<file path="src/rtl/spi_wb_pkg.sv">
package spi_wb_pkg;
  typedef enum logic [2:0] {
    ST_HDR,
    ST_ADR,
    ST_WDAT,
    ST_BUSY,
    ST_RDAT,
    ST_END
  } frame_st_e;

  localparam logic [7:0] BYTE_WAIT = 8'hFF;
  localparam logic [7:0] BYTE_ACK  = 8'h00;
endpackage

</file>
<file path="src/rtl/spi_wb_decoder.sv">
module spi_wb_decoder
  import spi_wb_pkg::*;
#(
  parameter int ADDR_W = 8,
  parameter int DATA_W = 32,
  localparam int NB    = DATA_W / 8,
  localparam int CNT_W = (NB > 1) ? $clog2(NB) : 1
) (
  input  logic              clk_i,
  input  logic              rst_ni,
  input  logic              cs_i,
  input  logic              rx_valid_i,
  input  logic [7:0]        rx_byte_i,
  input  logic              done_i,
  output frame_st_e         state_o,
  output logic [CNT_W-1:0]  cnt_o,
  output logic              we_o,
  output logic [NB-1:0]     sel_o,
  output logic [ADDR_W-1:0] adr_o,
  output logic [DATA_W-1:0] wdat_o,
  output logic              start_o
);
  frame_st_e         state_q;
  logic [CNT_W-1:0]  cnt_q;
  logic              we_q;
  logic [NB-1:0]     sel_q;
  logic [ADDR_W-1:0] adr_q;
  logic [DATA_W-1:0] wdat_q;
  logic              last_byte;
  logic              unused_hdr;

  assign last_byte  = (cnt_q == CNT_W'(NB - 1));
  assign unused_hdr = ^rx_byte_i[6:4];

  // launch point of the bus cycle
  assign start_o = cs_i & rx_valid_i &
                   (((state_q == ST_ADR) & ~we_q) | ((state_q == ST_WDAT) & last_byte));

  always_ff @(posedge clk_i or negedge rst_ni) begin
    if (!rst_ni) begin
      state_q <= ST_HDR;
      cnt_q   <= '0;
      we_q    <= 1'b0;
      sel_q   <= '0;
      adr_q   <= '0;
      wdat_q  <= '0;
    end else if (!cs_i) begin
      state_q <= ST_HDR;
      cnt_q   <= '0;
    end else if (rx_valid_i) begin
      unique case (state_q)
        ST_HDR: begin
          we_q    <= rx_byte_i[7];
          sel_q   <= rx_byte_i[NB-1:0];
          state_q <= ST_ADR;
        end
        ST_ADR: begin
          adr_q   <= rx_byte_i[ADDR_W-1:0];
          cnt_q   <= '0;
          state_q <= we_q ? ST_WDAT : ST_BUSY;
        end
        ST_WDAT: begin
          wdat_q <= {wdat_q[DATA_W-9:0], rx_byte_i};
          cnt_q  <= cnt_q + 1'b1;
          if (last_byte) state_q <= ST_BUSY;
        end
        ST_BUSY: begin
          cnt_q <= '0;
          if (done_i) state_q <= we_q ? ST_END : ST_RDAT;
        end
        ST_RDAT: begin
          cnt_q <= cnt_q + 1'b1;
          if (last_byte) state_q <= ST_END;
        end
        default: state_q <= ST_END;
      endcase
    end
  end

  assign state_o = state_q;
  assign cnt_o   = cnt_q;
  assign we_o    = we_q;
  assign sel_o   = sel_q;
  assign adr_o   = adr_q;
  assign wdat_o  = wdat_q;
endmodule

</file>
<file path="src/rtl/spi_wb_busport.sv">
module spi_wb_busport #(
  parameter int DATA_W = 32
) (
  input  logic              clk_i,
  input  logic              rst_ni,
  input  logic              cs_i,
  input  logic              start_i,
  input  logic              ack_i,
  input  logic [DATA_W-1:0] dat_i,
  output logic              cyc_o,
  output logic              done_o,
  output logic [DATA_W-1:0] rdat_o
);
  logic              cyc_q;
  logic              done_q;
  logic [DATA_W-1:0] rdat_q;

  always_ff @(posedge clk_i or negedge rst_ni) begin
    if (!rst_ni) begin
      cyc_q  <= 1'b0;
      done_q <= 1'b0;
      rdat_q <= '0;
    end else if (!cs_i) begin
      cyc_q  <= 1'b0;
      done_q <= 1'b0;
    end else if (start_i) begin
      cyc_q  <= 1'b1;
      done_q <= 1'b0;
    end else if (cyc_q && ack_i) begin
      cyc_q  <= 1'b0;
      done_q <= 1'b1;
      rdat_q <= dat_i;
    end
  end

  assign cyc_o  = cyc_q;
  assign done_o = done_q;
  assign rdat_o = rdat_q;
endmodule

</file>
<file path="src/rtl/spi_wb_reply.sv">
module spi_wb_reply
  import spi_wb_pkg::*;
#(
  parameter int DATA_W = 32,
  localparam int NB    = DATA_W / 8,
  localparam int CNT_W = (NB > 1) ? $clog2(NB) : 1
) (
  input  frame_st_e         state_i,
  input  logic [CNT_W-1:0]  cnt_i,
  input  logic              done_i,
  input  logic [DATA_W-1:0] rdat_i,
  output logic [7:0]        tx_byte_o
);
  logic [7:0] rbyte [NB];

  // lane 0 of the array is the most significant byte
  for (genvar i = 0; i < NB; i++) begin : g_split
    assign rbyte[i] = rdat_i[DATA_W-1-8*i -: 8];
  end

  always_comb begin
    unique case (state_i)
      ST_BUSY: tx_byte_o = done_i ? BYTE_ACK : BYTE_WAIT;
      ST_RDAT: tx_byte_o = rbyte[cnt_i];
      default: tx_byte_o = BYTE_WAIT;
    endcase
  end
endmodule

</file>
<file path="src/rtl/spi_wb_bridge.sv">
module spi_wb_bridge
  import spi_wb_pkg::*;
#(
  parameter int ADDR_W = 8,
  parameter int DATA_W = 32
) (
  input  logic                  clk_i,
  input  logic                  rst_ni,
  input  logic                  cs_i,
  input  logic                  rx_valid_i,
  input  logic [7:0]            rx_byte_i,
  output logic [7:0]            tx_byte_o,
  output logic                  wb_cyc_o,
  output logic                  wb_stb_o,
  output logic                  wb_we_o,
  output logic [DATA_W/8-1:0]   wb_sel_o,
  output logic [ADDR_W-1:0]     wb_adr_o,
  output logic [DATA_W-1:0]     wb_dat_o,
  input  logic [DATA_W-1:0]     wb_dat_i,
  input  logic                  wb_ack_i
);
  localparam int NB    = DATA_W / 8;
  localparam int CNT_W = (NB > 1) ? $clog2(NB) : 1;

  frame_st_e         state;
  logic [CNT_W-1:0]  cnt;
  logic              start;
  logic              done;
  logic              cyc;
  logic [DATA_W-1:0] rdat;

  spi_wb_decoder #(.ADDR_W(ADDR_W), .DATA_W(DATA_W)) u_dec (
    .clk_i     (clk_i),
    .rst_ni    (rst_ni),
    .cs_i      (cs_i),
    .rx_valid_i(rx_valid_i),
    .rx_byte_i (rx_byte_i),
    .done_i    (done),
    .state_o   (state),
    .cnt_o     (cnt),
    .we_o      (wb_we_o),
    .sel_o     (wb_sel_o),
    .adr_o     (wb_adr_o),
    .wdat_o    (wb_dat_o),
    .start_o   (start)
  );

  spi_wb_busport #(.DATA_W(DATA_W)) u_bus (
    .clk_i  (clk_i),
    .rst_ni (rst_ni),
    .cs_i   (cs_i),
    .start_i(start),
    .ack_i  (wb_ack_i),
    .dat_i  (wb_dat_i),
    .cyc_o  (cyc),
    .done_o (done),
    .rdat_o (rdat)
  );

  spi_wb_reply #(.DATA_W(DATA_W)) u_rep (
    .state_i  (state),
    .cnt_i    (cnt),
    .done_i   (done),
    .rdat_i   (rdat),
    .tx_byte_o(tx_byte_o)
  );

  assign wb_cyc_o = cyc;
  assign wb_stb_o = cyc;
endmodule

</file>
<file path="config.mk">
export PLATFORM = sky130hd
export DESIGN_NAME = spi_wb_bridge
export DESIGN_NICKNAME = d
export VERILOG_FILES = /design/src/rtl/spi_wb_pkg.sv /design/src/rtl/spi_wb_decoder.sv /design/src/rtl/spi_wb_busport.sv /design/src/rtl/spi_wb_reply.sv /design/src/rtl/spi_wb_bridge.sv
export SDC_FILE = /design/constraint.sdc
export NUM_CORES = 1
export LEC_CHECK = 0
export ABC_AREA = 1
export BUFFER_PORTS_ARGS = -buffer_cell sky130_fd_sc_hd__clkbuf_2
export CORE_AREA = 5 5 123 79
export CTS_CLUSTER_DIAMETER = 60
export DETAILED_ROUTE_END_ITERATION = 8
export DIE_AREA = 0 0 128 84
export HOLD_SLACK_MARGIN = 0.02
export PLACE_DENSITY = 0.75
export RECOVER_POWER = 50
export SYNTH_ARGS = -nofsm -noshare
export SYNTH_HDL_FRONTEND = slang
export SYNTH_HIERARCHICAL = 1
export SYNTH_SLANG_ARGS = --single-unit
</file>
<file path="constraint.sdc">
create_clock -name clk_i -period 1.7 [get_ports clk_i]
set_clock_uncertainty 0.1 [all_clocks]
set_input_delay 0.17 -clock clk_i [delete_from_list [all_inputs] [get_ports clk_i]]
set_output_delay 0.17 -clock clk_i [all_outputs]
set_load 0.03 [all_outputs]
</file>
==> metrics list <==
- The flow ran to the end, but the final reports show violations.
* Failing checks: negative setup slack
- Max-cap violations: 0
- Syn. warnings: 6
- Worst path arrival time: 1620 ps
- Synthesis produced 456 cells.
- Fraction of final layout cells with drive strength greater than 1: 0.376
- Counting the buffers created by CTS gives 9.
- Largest net degree at the start of global routing: 47
- The via count of the first global-routing pass is 3637.
- The worst setup path is launched from a flop.
- Layout filler cell count: around 670
* Register-to-Register Path Depth: 9
* Insertion delay of the later-clocked pin in the worst-skew pair: ~330 ps
- Per-instance average area after synthesis: about 8.6 µm²
- Once layout is done, the placed cells without fillers occupy ~5800 µm².
- The worst setup path is of the reg2out kind.
* Required time of the critical path: around 1400 ps
* Post-synth design cell area: ~3900 µm²
- Register area: between 2000 and 2500 µm²
* Residual DRC count: 0
* Area growth syn-to-layout: 47.6%
- Number of register bits inferred by synthesis: between 80 and 90
- Of the available clock period, the critical path in the final layout requires 1.11.
- The floorplan step defined a die boundary enclosing 10800 µm².
- Adding up every negative setup slack in the final design gives -1260 ps.
- The worst register-to-register path ends at u_bus/rdat_o[12].
- Final setup slack of the worst path: -191 ps
- Final GP Congestion: approximately 0.94
- The share of the Yosys chip area taken by registers is 0.535.
- Antenna-violating nets left: 0
* Footprint of the multi-input gates: between 1500 and 2000 µm²
* Detail-routed net length per standard cell: 16.2 µm
- The longest clock path from root to sink contains 2 buffers.
* Cell area power density: about 1600 nW/µm²
* Kind of end point of the critical path: output pin
- IR analysis of the VDD net gives a maximum drop of around 1.2 mV.
- Area of the core: just under 9000 µm²
- In this run the worst path has a maximum fanout of 8.
- In this run the core area contains 27 standard-cell rows.
- For this design the static power due to leakage is a little under 3 nW.
- Setup slack on the worst reg-to-reg path comes out at -30 ps.
- CTS built an H-tree with a depth of 3.
* Worst r2r src: u_dec/cnt_o[1]
- Clock-pin slew was measured on the worst setup and hold paths at 60 ps.
* I/O Buffers: 99
- Synth unique cells: 23
* Overall power: around 0.0094 W
- The final layout contains 661 nets.
* IO Pins: 100
* First-pass DRT Iterations: 5
- For this run the aggregate overflow at the end of global routing stands at 0.
- The die is roughly 84 µm tall.
- CTS Sinks: 84
- Cell at the root of the clock tree: sky130_fd_sc_hd__clkbuf_16
* Worst setup startpoint: u_dec/cnt_o[1]
- In this run the worst setup path terminates at tx_byte_o[4].
- Highest attainable clock frequency: ~0.53 GHz
- Unrepaired setup endpoints after global routing: true
* Total wirelength of the detailed-routed design: 11900 µm
- Headroom to the max-slew limit came out at 0.278.
- Placed wire-length estimate after detailed placement: ~7000 µm
- Global-route wire length before repair: 17800 µm
- The initial antenna violation count was 0.
- Clock period minus final worst setup slack: about 1900 ps
- Pins over their slew limit: 0
* Final setup violation count: 10
- Overall global routing resource usage: 0.208
* Count of endpoints failing hold in the final timing report: 0
- In this run, the number of DRC markers left after iteration 0 of detailed routing was around 350.
* Vias after detailed routing: 3814
* TritonCTS clock tree: built
- Via-to-Cell Ratio: 5.18
- Counting every net in the synthesized netlist gives 502.
* Initial Utilization: 0.454
- The placed instances occupy a cell area of roughly 4600 µm².
* Measured slew at the worst slew-check pin: approximately 1100 ps
- Hold Path Class: in2reg
- Chip Width: approximately 130 µm
* Antenna diode instance count: 0
routing by layer:
layer / global-route usage / part of all wire / up-vias / routed length [µm]
met4: 0.0626 / 0.023 / 0 / 277
met3: 0.0588 / 0.072 / 38 / 860
met5: 0 / 0 / - / 0
met2: 0.332 / 0.47 / 184 / 5640
li1: - / - / 1785 / -
met1: 0.276 / 0.43 / 1807 / 5110
logic make-up after synthesis:
family,synth area share
AO/OA/AOI/OAI,0.0924
adder cells (fa/ha/maj),0.00319
buffers and inverters,0.0851
flip-flops,0.535
AND/OR/NAND/NOR,0.284
critical path: stages, from the launching register on:
cell and delay (ps):
sky130_fd_sc_hd__dfrtp_1 370, sky130_fd_sc_hd__buf_6 140, sky130_fd_sc_hd__clkinvlp_4 260, sky130_fd_sc_hd__nand3_2 200
sky130_fd_sc_hd__nand3_2 90, sky130_fd_sc_hd__nand2_2 90, sky130_fd_sc_hd__buf_8 120
flip-flops by register name, indices dropped and copies added (netlist names):
name           flops
u_dec/sel_o        4
u_bus/rdat_o      32
u_dec/we_o         1
u_dec/state_o      3
u_dec/wdat_o      32
u_bus/done_o       1
u_dec/cnt_o        2
u_dec/adr_o        8
u_bus/cyc_o        1
report_power, final:
| part | total (W) | internal [W] | switching [W] |
|---|---|---|---|
| registers | 0.00326 | 0.00276 | 0.000502 |
| clock network | 0.00193 | 0.00118 | 0.000757 |
| logic | 0.00419 | 0.00140 | 0.00279 |
| total | 0.00938 | 0.00533 | 0.00405 |
layout make-up:
class | count | area share
multi-input cells | 315 | 0.311
clock inverters | 4 | 0.00842
flip-flops and latches | 84 | 0.363
well taps | 116 | 0.0250
inverters | 38 | 0.0266
clock buffers | 12 | 0.0425
repair buffers | 167 | 0.224
worst min-delay path by stage:
stage,cells after the start,to,slack [ps],startpoint
CTS,3,u_dec/adr_o[0],20,rx_byte_i[0]
detailed placement,1,u_dec/wdat_o[30],-40,rst_ni
finish,3,u_dec/adr_o[0],30,rx_byte_i[0]
global route,3,u_dec/wdat_o[0],40,rx_byte_i[0]
floorplan,0,u_bus/cyc_o,-230,rst_ni
global placement,1,u_dec/wdat_o[28],-40,rst_ni
what timing repair did:
action	4_1_cts	5_1_grt
resized for setup	44	58
cloned	1	5
setup endpoints to repair	11	48
pin swaps	10	19
endpoints found under the hold margin	123	0
buffers inserted	5	3
hold buffers	37	0
synthesized netlist by cell type:
cell type,n,area (µm²)
sky130_fd_sc_hd__nand2_1,170,638
sky130_fd_sc_hd__dfrtp_1,84,2100
sky130_fd_sc_hd__nand3_1,63,315
sky130_fd_sc_hd__inv_1,32,120
sky130_fd_sc_hd__o21ai_2,18,158
sky130_fd_sc_hd__nor2_1,17,63.8
sky130_fd_sc_hd__o21ai_1,14,70.1
sky130_fd_sc_hd__buf_6,11,124
sky130_fd_sc_hd__a21oi_2,8,70.1
sky130_fd_sc_hd__o21ai_0,7,35.0
sky130_fd_sc_hd__a21oi_1,6,30.0
sky130_fd_sc_hd__buf_4,6,45.0
sky130_fd_sc_hd__inv_2,5,18.8
sky130_fd_sc_hd__buf_2,4,20.0
sky130_fd_sc_hd__nand2_4,2,22.5
sky130_fd_sc_hd__nor2_4,2,22.5
sky130_fd_sc_hd__ha_1,1,12.5
sky130_fd_sc_hd__inv_4,1,6.26
sky130_fd_sc_hd__nand2_2,1,6.26
sky130_fd_sc_hd__nand3_4,1,17.5
sky130_fd_sc_hd__nand4_1,1,6.26
sky130_fd_sc_hd__nor3_4,1,16.3
sky130_fd_sc_hd__nor3b_1,1,7.51
stage by stage:
stage	instances	setup WS, ps	hold slack [ps]	utilization
floorplan	456	70.1	-226	-
global placement	669	73.4	-44.5	0.527
detailed placement	669	-2.55	-36.0	0.527
CTS	728	-109	21.8	0.630
global route	736	-233	40.7	0.670
finish	736	-191	34.1	0.670
placed cells by master (no fill, tap or decap), types with 16 or more instances in the layout:
cell type,n
sky130_fd_sc_hd__nand3_1,26
sky130_fd_sc_hd__o21ai_2,18
sky130_fd_sc_hd__nand3_2,35
sky130_fd_sc_hd__nand2_2,16
sky130_fd_sc_hd__clkbuf_2,81
sky130_fd_sc_hd__nand2_1,155
sky130_fd_sc_hd__dlygate4sd3_1,37
sky130_fd_sc_hd__inv_1,31
sky130_fd_sc_hd__dfrtp_1,83
No activity file was read; power rests on OpenSTA's default activity.
